`src/rtl/eint_pkg.sv`:
```
package eint_pkg;
  typedef enum logic [1:0] {
    BK_LINE = 2'd0,
    BK_WAKE = 2'd1,
    BK_RSV  = 2'd2
  } bit_kind_e;

  function automatic bit_kind_e kind_of(input int pos, input int rsv_pos, input int wake_pos);
    if (pos == rsv_pos)  return BK_RSV;
    if (pos == wake_pos) return BK_WAKE;
    return BK_LINE;
  endfunction
endpackage

```
`src/rtl/eint_wake_steer.sv`:
```
module eint_wake_steer (
  input  logic clk,
  input  logic rst_n,
  input  logic rtc_alarm_i,
  input  logic asleep_i,
  output logic wake_set_o,
  output logic rtc_irq_o
);
  logic irq_q;

  // an alarm taken during sleep only marks the wake bit
  assign wake_set_o = rtc_alarm_i & asleep_i;

  always_ff @(posedge clk or negedge rst_n) begin
    if (!rst_n) irq_q <= 1'b0;
    else        irq_q <= rtc_alarm_i & ~asleep_i;
  end

  assign rtc_irq_o = irq_q;
endmodule

```
`src/rtl/eint_pend_bit.sv`:
```
module eint_pend_bit (
  input  logic clk,
  input  logic rst_n,
  input  logic set_i,
  input  logic clr_i,
  output logic pend_o
);
  logic q;

  // set has priority so that no event is lost to a concurrent clear
  always_ff @(posedge clk or negedge rst_n) begin
    if (!rst_n)      q <= 1'b0;
    else if (set_i)  q <= 1'b1;
    else if (clr_i)  q <= 1'b0;
  end

  assign pend_o = q;
endmodule

```
`src/rtl/eint_rd_fmt.sv`:
```
module eint_rd_fmt #(
  parameter int PEND_W = 20,
  parameter int DATA_W = 32
) (
  input  logic [PEND_W-1:0] pend_i,
  output logic [DATA_W-1:0] rd_data_o
);
  localparam int PAD_W = DATA_W - PEND_W;

  assign rd_data_o = {{PAD_W{1'b0}}, pend_i};
endmodule

```
`src/rtl/eint_pend_top.sv`:
```
module eint_pend_top #(
  parameter int PEND_W   = 20,
  parameter int DATA_W   = 32,
  parameter int RSV_POS  = 10,
  parameter int WAKE_POS = 19
) (
  input  logic              clk,
  input  logic              rst_n,
  input  logic [PEND_W-1:0] evt_i,
  input  logic              rtc_alarm_i,
  input  logic              asleep_i,
  input  logic              wr_en_i,
  input  logic [DATA_W-1:0] wr_data_i,
  output logic [DATA_W-1:0] rd_data_o,
  output logic              rtc_irq_o
);
  import eint_pkg::*;

  logic              wake_set;
  logic [PEND_W-1:0] set_vec;
  logic [PEND_W-1:0] clr_vec;
  logic [PEND_W-1:0] pend;
  logic              unused_in;

  eint_wake_steer u_steer (
    .clk         (clk),
    .rst_n       (rst_n),
    .rtc_alarm_i (rtc_alarm_i),
    .asleep_i    (asleep_i),
    .wake_set_o  (wake_set),
    .rtc_irq_o   (rtc_irq_o)
  );

  assign clr_vec = wr_en_i ? wr_data_i[PEND_W-1:0] : '0;

  for (genvar i = 0; i < PEND_W; i++) begin : g_bit
    localparam bit_kind_e KIND = kind_of(i, RSV_POS, WAKE_POS);
    if (KIND == BK_RSV) begin : g_rsv
      assign set_vec[i] = 1'b0;
      assign pend[i]    = 1'b0;
    end else begin : g_live
      if (KIND == BK_WAKE) begin : g_wake
        assign set_vec[i] = wake_set;
      end else begin : g_line
        assign set_vec[i] = evt_i[i];
      end
      eint_pend_bit u_bit (
        .clk    (clk),
        .rst_n  (rst_n),
        .set_i  (set_vec[i]),
        .clr_i  (clr_vec[i]),
        .pend_o (pend[i])
      );
    end
  end

  assign unused_in = &{1'b0, evt_i[RSV_POS], evt_i[WAKE_POS], clr_vec[RSV_POS],
                       wr_data_i[DATA_W-1:PEND_W]};

  eint_rd_fmt #(.PEND_W(PEND_W), .DATA_W(DATA_W)) u_rd (
    .pend_i    (pend),
    .rd_data_o (rd_data_o)
  );
endmodule

```
`config.mk`:
```
export PLATFORM = sky130hd
export DESIGN_NAME = eint_pend_top
export DESIGN_NICKNAME = d
export VERILOG_FILES = /design/src/rtl/eint_pkg.sv /design/src/rtl/eint_wake_steer.sv /design/src/rtl/eint_pend_bit.sv /design/src/rtl/eint_rd_fmt.sv /design/src/rtl/eint_pend_top.sv
export SDC_FILE = /design/constraint.sdc
export NUM_CORES = 1
export LEC_CHECK = 0
export BUFFER_PORTS_ARGS = -buffer_cell sky130_fd_sc_hd__buf_2
export CORE_MARGIN = 4
export CORE_UTILIZATION = 39
export CTS_CLUSTER_DIAMETER = 150
export CTS_CLUSTER_SIZE = 8
export DETAILED_ROUTE_END_ITERATION = 8
export PLACE_DENSITY = 0.83
export SLEW_MARGIN = 15
export SYNTH_ARGS = -nofsm -noshare
export SYNTH_HDL_FRONTEND = slang
export SYNTH_SLANG_ARGS = --single-unit
export TNS_END_PERCENT = 20
```
`constraint.sdc`:
```
create_clock -name clk -period 2.19 [get_ports clk]
set_clock_uncertainty 0.15 [all_clocks]
set_input_delay 0.219 -clock clk [delete_from_list [all_inputs] [get_ports clk]]
set_output_delay 0.219 -clock clk [all_outputs]
set_load 0.03 [all_outputs]
```
Yosys cells after proc, flatten, opt, wreduce, memory -nomap -nowiden
Cells that the tools add are included.

Register bits after elaboration: 20. Logic and storage cells: 81. Input port bits: 57. Output and inout bits: 33.

Mux-type cells: 39. Bitwise logic cells: 3. Reductions and logical operators: 19.

Operators with widths (count): 1-bit two-way mux (38); 2-bit nonzero test (19); 20-bit two-way mux (1); 1-bit AND (2); 1-bit inverter (1).

Longest topological paths before layout
Gate-level depths: netlist of the first run.

Word-level depth: 3. Depth in mapped cells: 4. Mapped depth without buffers: 2.

Cells and area by module
Synthesis of the first run repeated with hierarchy kept, for this count alone.

Cell total of the unflattened synthesis: 114. Area total of the unflattened synthesis: 1127.3 um^2.

Modules (own cells, without submodules): eint_pend_bit (area an instance 36.3 um^2, times used 19, cells an instance 3, sequential area each 25.0 um^2); eint_rd_fmt (area an instance 244.0 um^2, times used 1, cells an instance 33, sequential area each 0.0 um^2); eint_pend_top (area an instance 152.6 um^2, times used 1, cells an instance 21, sequential area each 0.0 um^2); eint_wake_steer (area an instance 41.3 um^2, times used 1, cells an instance 3, sequential area each 25.0 um^2).

Least setup slack after synthesis of the first run
Ideal clock, no wire load.

Kind: input port to flip-flop. From: in wr_en_i. To: reg g_bit[0].g_live.u_bit.q. Buffers on the path: 2. Stages: 4. Arrival time: 633 ps. Setup slack: 1288 ps. Path through: buf_6 buf_12 nand2_1 a21o_1.

Word-level cells in the longest chain between the ends: 2.

Ends and longest elaborated chain: start: declaration (RTL line eint_pend_top.sv:12) `input logic wr_en_i,`; 20-bit two-way mux (RTL line eint_pend_top.sv:34) `assign clr_vec = wr_en_i ? wr_data_i[PEND_W-1:0] : '0;`; 2-bit nonzero test (no line); end signal: assignment (RTL line eint_pend_bit.sv:12) `if (!rst_n) q <= 1'b0;`; end signal: assignment (RTL line eint_pend_bit.sv:13) `else if (set_i) q <= 1'b1;`; end signal: assignment (RTL line eint_pend_bit.sv:14) `else if (clr_i) q <= 1'b0;`; end: declaration (RTL line eint_pend_bit.sv:8) `logic q;`.

No other way between the ends. A chain may end at the register's enable or synchronous reset.

Worst setup path in the final report of the first run
From: reg g_bit[7].g_live.u_bit.q. To: out rd_data_o[7].

RTL lines: start: declaration (RTL line eint_pend_bit.sv:8); start signal: assignment (RTL line eint_pend_bit.sv:12); start signal: assignment (RTL line eint_pend_bit.sv:13); start signal: assignment (RTL line eint_pend_bit.sv:14); end: declaration (RTL line eint_pend_top.sv:14) `output logic [DATA_W-1:0] rd_data_o,`.

No word-level cell between the ends.

==> flow_summary.toml, run 1 <==
[status]
status = "completed"

[route]
vias = 772
wl_mm = 2.181
wl_per_cell_um = 11.60
drc_errors = 0
final_antenna_net_count = 0
drtIter0Drc = 11
firstDrtPassIters = 4
viasPerCell = 4.106

[logic_synthesis]
ys_types = 9
synthesis.instances = 94
yosys.area.top_type = "dfrtp_1"
synth_top_area_frac = 0.5019
netlist_top_cells_area = "dfrtp_1 50%, buf_4 24%, a21o_1 14%"
seq_area_frac_synth = 0.5019
yosysWarnings = 0
ys_seq_elements = 20
syn_area_per_cell_um2 = 10.61
netlist_area_um2 = 997.2

[critical_path]
cp.required_ns = 1.82
r2r_cells = 1
critical_path.cell_chain = "buf_2"
crit_cells = 1
cp-end-kind = "output port"
crit_buf_inv = 1
critical_path.max_fanout = 2
crit_type = "flip-flop to output port"
critPathArrivalTime_ns = 0.88
cpMaxStageDelayCell = "dfrtp_1"
slowest_delay_ns = 0.40
start_kind = "flip-flop"
critical_path.top_delay_family = "flip-flops"

[layout]
stdcell_count = 188
diodes = 0
layout_common_cells = "61 x buf_2, 21 x dlygate4sd3_1, 20 x dfrtp_1"
drive_gt1_frac = 0.4114
fillers = 218
final_cell_area_um2 = 1360
finalNetCount = 216
final_common_cell = "buf_2"
area_growth_pct = 36.39

[floorplanning]
dieHeight_um = 58.57
die_x_um = 58.57
core_area_um2 = 2455
die-area_um2 = 3430
initial_core_util = 0.4062
io_pins = 90
rows = 18

[placement]
io_buffers = 61
place.gp.congestion = 0.6043
placed_cells = 163
dp_hpwl_mm = 1.492
postPlaceCellArea_um2 = 1114

[timing]
rsz0062_at_grt = "false"
min_period_over_period = 0.5694
fin_setup_tns_ns = 0
drv_slew = 0
fmax_mhz = 802.0
period_minus_slack_ns = 1.247
hold_violations = 0
finalSetupViolCount = 0

[clock_tree]
htreeDepth = 1
hold_buffers = 21
post-cts-setup-buffers = 0
clockBufferDepth = 2
tritoncts = "built"
clk_pin_slew_ns = 0.11
cts_made_buffers = 3
cts_resized = 0
cts_sinks = 20
insertion_delay_ns = 0.29
cts-root-buf = "clkbuf_4"

[power_and_ir_drop]
p_clk_frac = 0.252
p_int_mw = 0.5807
swShare = 0.2997
pwr-share-seq = 0.490
ir_worst_vdd_mv = 0.4620
power.static_leakage_nw = 0.6982
cellPowerDensity_nw_per_um2 = 609.7
comb_power_share = 0.258
switching_power_mw = 0.2486

[global_routing]
grt_pass1_vias = 841
grt_pass1_wl_mm = 3.525
antenna_found_initial = 0
grt_max_degree = 21
grt_overflow = 0
grt.total_usage = 0.1349

[flow_run]
drv_cap = 0

[worst_hold_path]
hold_path_depth = 3
hold_class = "input port to flip-flop"
## path summary, 6_finish.rpt
check | startpoint | end | slack (ns)
setup / recovery | g_bit[7].g_live.u_bit.pend_o | rd_data_o[7] | 0.94
hold / removal | wr_data_i[16] | g_bit[16].g_live.u_bit.pend_o | 0.04
setup reg to reg | g_bit[19].g_live.u_bit.pend_o | g_bit[19].g_live.u_bit.pend_o | 1.37
hold reg to reg | g_bit[11].g_live.u_bit.pend_o | g_bit[11].g_live.u_bit.pend_o | 0.33
max in group asynchronous | rst_n | g_bit[19].g_live.u_bit.pend_o | 1.34
min in group asynchronous | rst_n | g_bit[0].g_live.u_bit.pend_o | 0.25
## stage by stage
step,util,total power [mW],worst slack (ns),hold slack (ns)
floorplan,-,0.5822,1.288,-0.2266
global placement,0.4536,0.5932,1.118,0.03364
detailed placement,0.4536,0.5985,1.102,0.04213
CTS,0.5540,0.8401,0.9330,0.03398
global route,0.5540,0.8748,0.8950,0.03993
finish,0.5540,0.8293,0.9431,0.04386
## logic make-up after synthesis
logic type             share of synthesized area
AO/OA/AOI/OAI                             0.1443
buffers and inverters                     0.2723
flip-flops                                0.5019
other                                   0.003761
AND/OR/NAND/NOR                          0.07780
## final cells by class
| type | count | area, um^2 | area share |
|---|---|---|---|
| Clock buffer | 4 | 36.28 | 0.02668 |
| Multi-Input combinational cell | 52 | 270.3 | 0.1987 |
| Sequential cell | 20 | 500.5 | 0.3680 |
| Tap cell | 30 | 37.54 | 0.02760 |
| Timing Repair Buffer | 82 | 515.5 | 0.3790 |
## power by group through the flow
stage / combinational (mW) / sequential, mW / clock (mW)
3_3_place_gp: 0.182 / 0.412 / 0
3_5_place_dp: 0.185 / 0.413 / 0
2_1_floorplan: 0.169 / 0.413 / 0
5_1_grt: 0.231 / 0.410 / 0.233
4_1_cts: 0.214 / 0.406 / 0.220
6_report: 0.214 / 0.406 / 0.209
## cell usage after synthesis (all sizes together)
cell / number
buf: 34
dfrtp: 20
nand2: 19
a21o: 18
a22o: 1
conb: 1
nor2b: 1
## sequential cells by signal (all words and copies together) (netlist names)
register	cells
g_bit.g_live.u_bit.pend_o	19
u_steer.rtc_irq_o	1
## per-layer routing
layer / GRT usage / up-vias / part of all wire
met3: 0.03289 / 2 / 0.11
met4: 0.04967 / 0 / 0.0069
li1: - / 383 / -
met1: 0.1688 / 339 / 0.40
met5: 0 / - / 0
met2: 0.2249 / 48 / 0.48
(Power assumes the default switching activity.)
==> inputs of run 2 (changes only) <==
- ABC_AREA: unset -> 1
- CORE_UTILIZATION: 39 -> 34
- PLACE_DENSITY: 0.83 -> 0.75
- clock period: 2.19 -> 1.1 ns (I/O delays scaled with it)
==> run 2 against run 1 <==
  * The run now ends with negative setup slack left
  * Cell count up 41%
  * Combinational power increased to 2.8 times the previous value
  * First-iteration DRC count stayed put
  * Utilization grew 4.1 points
  * Flip-flop and latch count is the same
  * Synthesized cell count is 41% higher
  * Synthesized area up 7.7%
  * Critical endpoint is now rd_data_o[4]
  * Highest routed layer unchanged
==> flow_summary.toml, run 2 <==
[critical_path]
start_kind = "flip-flop"
critPathArrivalTime_ns = 0.84
crit_type = "flip-flop to output port"
cp.required_ns = 0.84
critPathLaunch = "g_bit[4].g_live.u_bit.pend_o"
reg2reg_from = "g_bit[16].g_live.u_bit.pend_o"
crit_buf_inv = 1
r2r_cells = 4
endpoint = "rd_data_o[4]"
r2r_end = "g_bit[16].g_live.u_bit.pend_o"
cp-end-kind = "output port"
slowest_delay_ns = 0.41
crit_cells = 1
r2r_setup_slack_ns = 0.11
critical_path.cell_chain = "buf_6"
critical_path.max_fanout = 2
critical_path.top_delay_family = "flip-flops"
cpMaxStageDelayCell = "dfrtp_1"

[route]
viasPerCell = 3.815
drtIter0Drc = 11
firstDrtPassIters = 3
vias = 1011
drc_errors = 0
wl_per_cell_um = 10.86
wl_mm = 2.878
final_antenna_net_count = 0

[clock_tree]
clockBufferDepth = 2
htreeDepth = 1
insertion_delay_ns = 0.29
cts_made_buffers = 3
clk_pin_slew_ns = 0.10
cts_sinks = 20
cts-root-buf = "clkbuf_4"
tritoncts = "built"

[layout]
area_growth_pct = 67.72
diodes = 0
final_common_cell = "nand2_1"
stdcell_count = 265
largest_reg_flops = 19
fin_util = 0.5946
drive_gt1_frac = 0.3258
fillers = 265
layout_common_cells = "56 x nand2_1, 41 x buf_2, 40 x dlygate4sd3_1"
finalNetCount = 280
final_cell_area_um2 = 1800

[timing]
min_period_over_period = 1.004
rsz0062_at_grt = "true"
period_minus_slack_ns = 1.104
layout_setup_ws_ns = -0.004360
drv_slew = 0
fin_setup_tns_ns = -0.007663
fmax_mhz = 905.5
finalSetupViolCount = 3
hold_slack_ns = 0.1154
hold_violations = 0

[logic_synthesis]
synth_most_common_cell = "nand2_1"
yosysWarnings = 0
synth-main-ff-cell = "dfrtp_1"
synthesis.instances = 133
syn_area_per_cell_um2 = 8.072
synth_edf_count = 0
ys_seq_elements = 20
synthTopCellsByCount = "56 x nand2_1, 32 x buf_4, 20 x dfrtp_1"
ys_types = 9
async_reset_ff_frac = 1.000
yosys.area.top_type = "dfrtp_1"
seq_area_frac_synth = 0.4662
netlist_area_um2 = 1074
netlist_top_cells_area = "dfrtp_1 47%, buf_4 22%, nand2_1 20%"
synth_top_area_frac = 0.4662

[status]
status = "finished with violations"
violations = "negative setup slack"

[global_routing]
grt_overflow = 0
grt.total_usage = 0.1449
grt_pass1_wl_mm = 4.574
grt_pass1_vias = 1074
grt_max_degree = 21
antenna_found_initial = 0

[power_and_ir_drop]
cellPowerDensity_nw_per_um2 = 966.9
ir_worst_vdd_mv = 0.3446
power.static_leakage_nw = 1.007
fin_total_pwr_mw = 1.741

[floorplanning]
dieHeight_um = 64.19
initial_core_util = 0.3545
core_area_um2 = 3028
rows = 20
io_pins = 90
die-area_um2 = 4120
die_x_um = 64.19

[placement]
dp_hpwl_mm = 1.571
place.gp.congestion = 0.6686
io_buffers = 61
postPlaceCellArea_um2 = 1207
placed_cells = 216
dp_slack_ns = 0.1690

[worst_hold_path]
hold_path_depth = 4
hold_class = "input port to flip-flop"

[flow_run]
drv_cap = 0
run 2: area by class of cell:
| class | instances | area [um^2] | area share |
|---|---|---|---|
| Sequential cell | 20 | 500.5 | 0.2780 |
| Clock buffer | 3 | 22.52 | 0.01251 |
| Timing Repair Buffer | 107 | 875.8 | 0.4864 |
| Tap cell | 44 | 55.05 | 0.03058 |
| Multi-Input combinational cell | 72 | 275.3 | 0.1529 |
| Inverter | 19 | 71.32 | 0.03961 |
run 2: logic make-up after synthesis:
group,Yosys count,synth area share
buf+inv,53,0.3193
flops,20,0.4662
other cells,1,0.003493
simple gates,59,0.2109
run 2: repair_timing:
action,4_1_cts,5_1_grt
buffers inserted,5,1
setup endpoints to repair,20,19
cloned,0,0
pin swaps,0,0
gates resized for setup,40,0
hold endpoints to repair,40,0
hold buffers,40,0
run 2: worst min path at each step:
stage / start / end / slack, ns
CTS: wr_en_i / g_bit[3].g_live.u_bit.pend_o / 0.10
floorplan: rst_n / g_bit[0].g_live.u_bit.pend_o / -0.34
finish: wr_en_i / g_bit[14].g_live.u_bit.pend_o / 0.12
detailed placement: rst_n / g_bit[13].g_live.u_bit.pend_o / -0.07
global route: wr_en_i / g_bit[3].g_live.u_bit.pend_o / 0.14
global placement: rst_n / g_bit[13].g_live.u_bit.pend_o / -0.07
run 2: where the power goes:
group          switching (mW)  internal, mW
clock                   0.204         0.127
combinational           0.302         0.289
sequential             0.0342         0.785
total                   0.540          1.20
run 2: routing by layer:
layer | part of all wire | vias to the layer above | track usage | routed length [um]
met2 | 0.59 | 41 | 0.3045 | 1705
met4 | 0.040 | 0 | 0.08971 | 116
met5 | 0 | - | 0 | 0
met1 | 0.31 | 450 | 0.1243 | 905
met3 | 0.052 | 10 | 0.01582 | 151
li1 | - | 510 | - | -
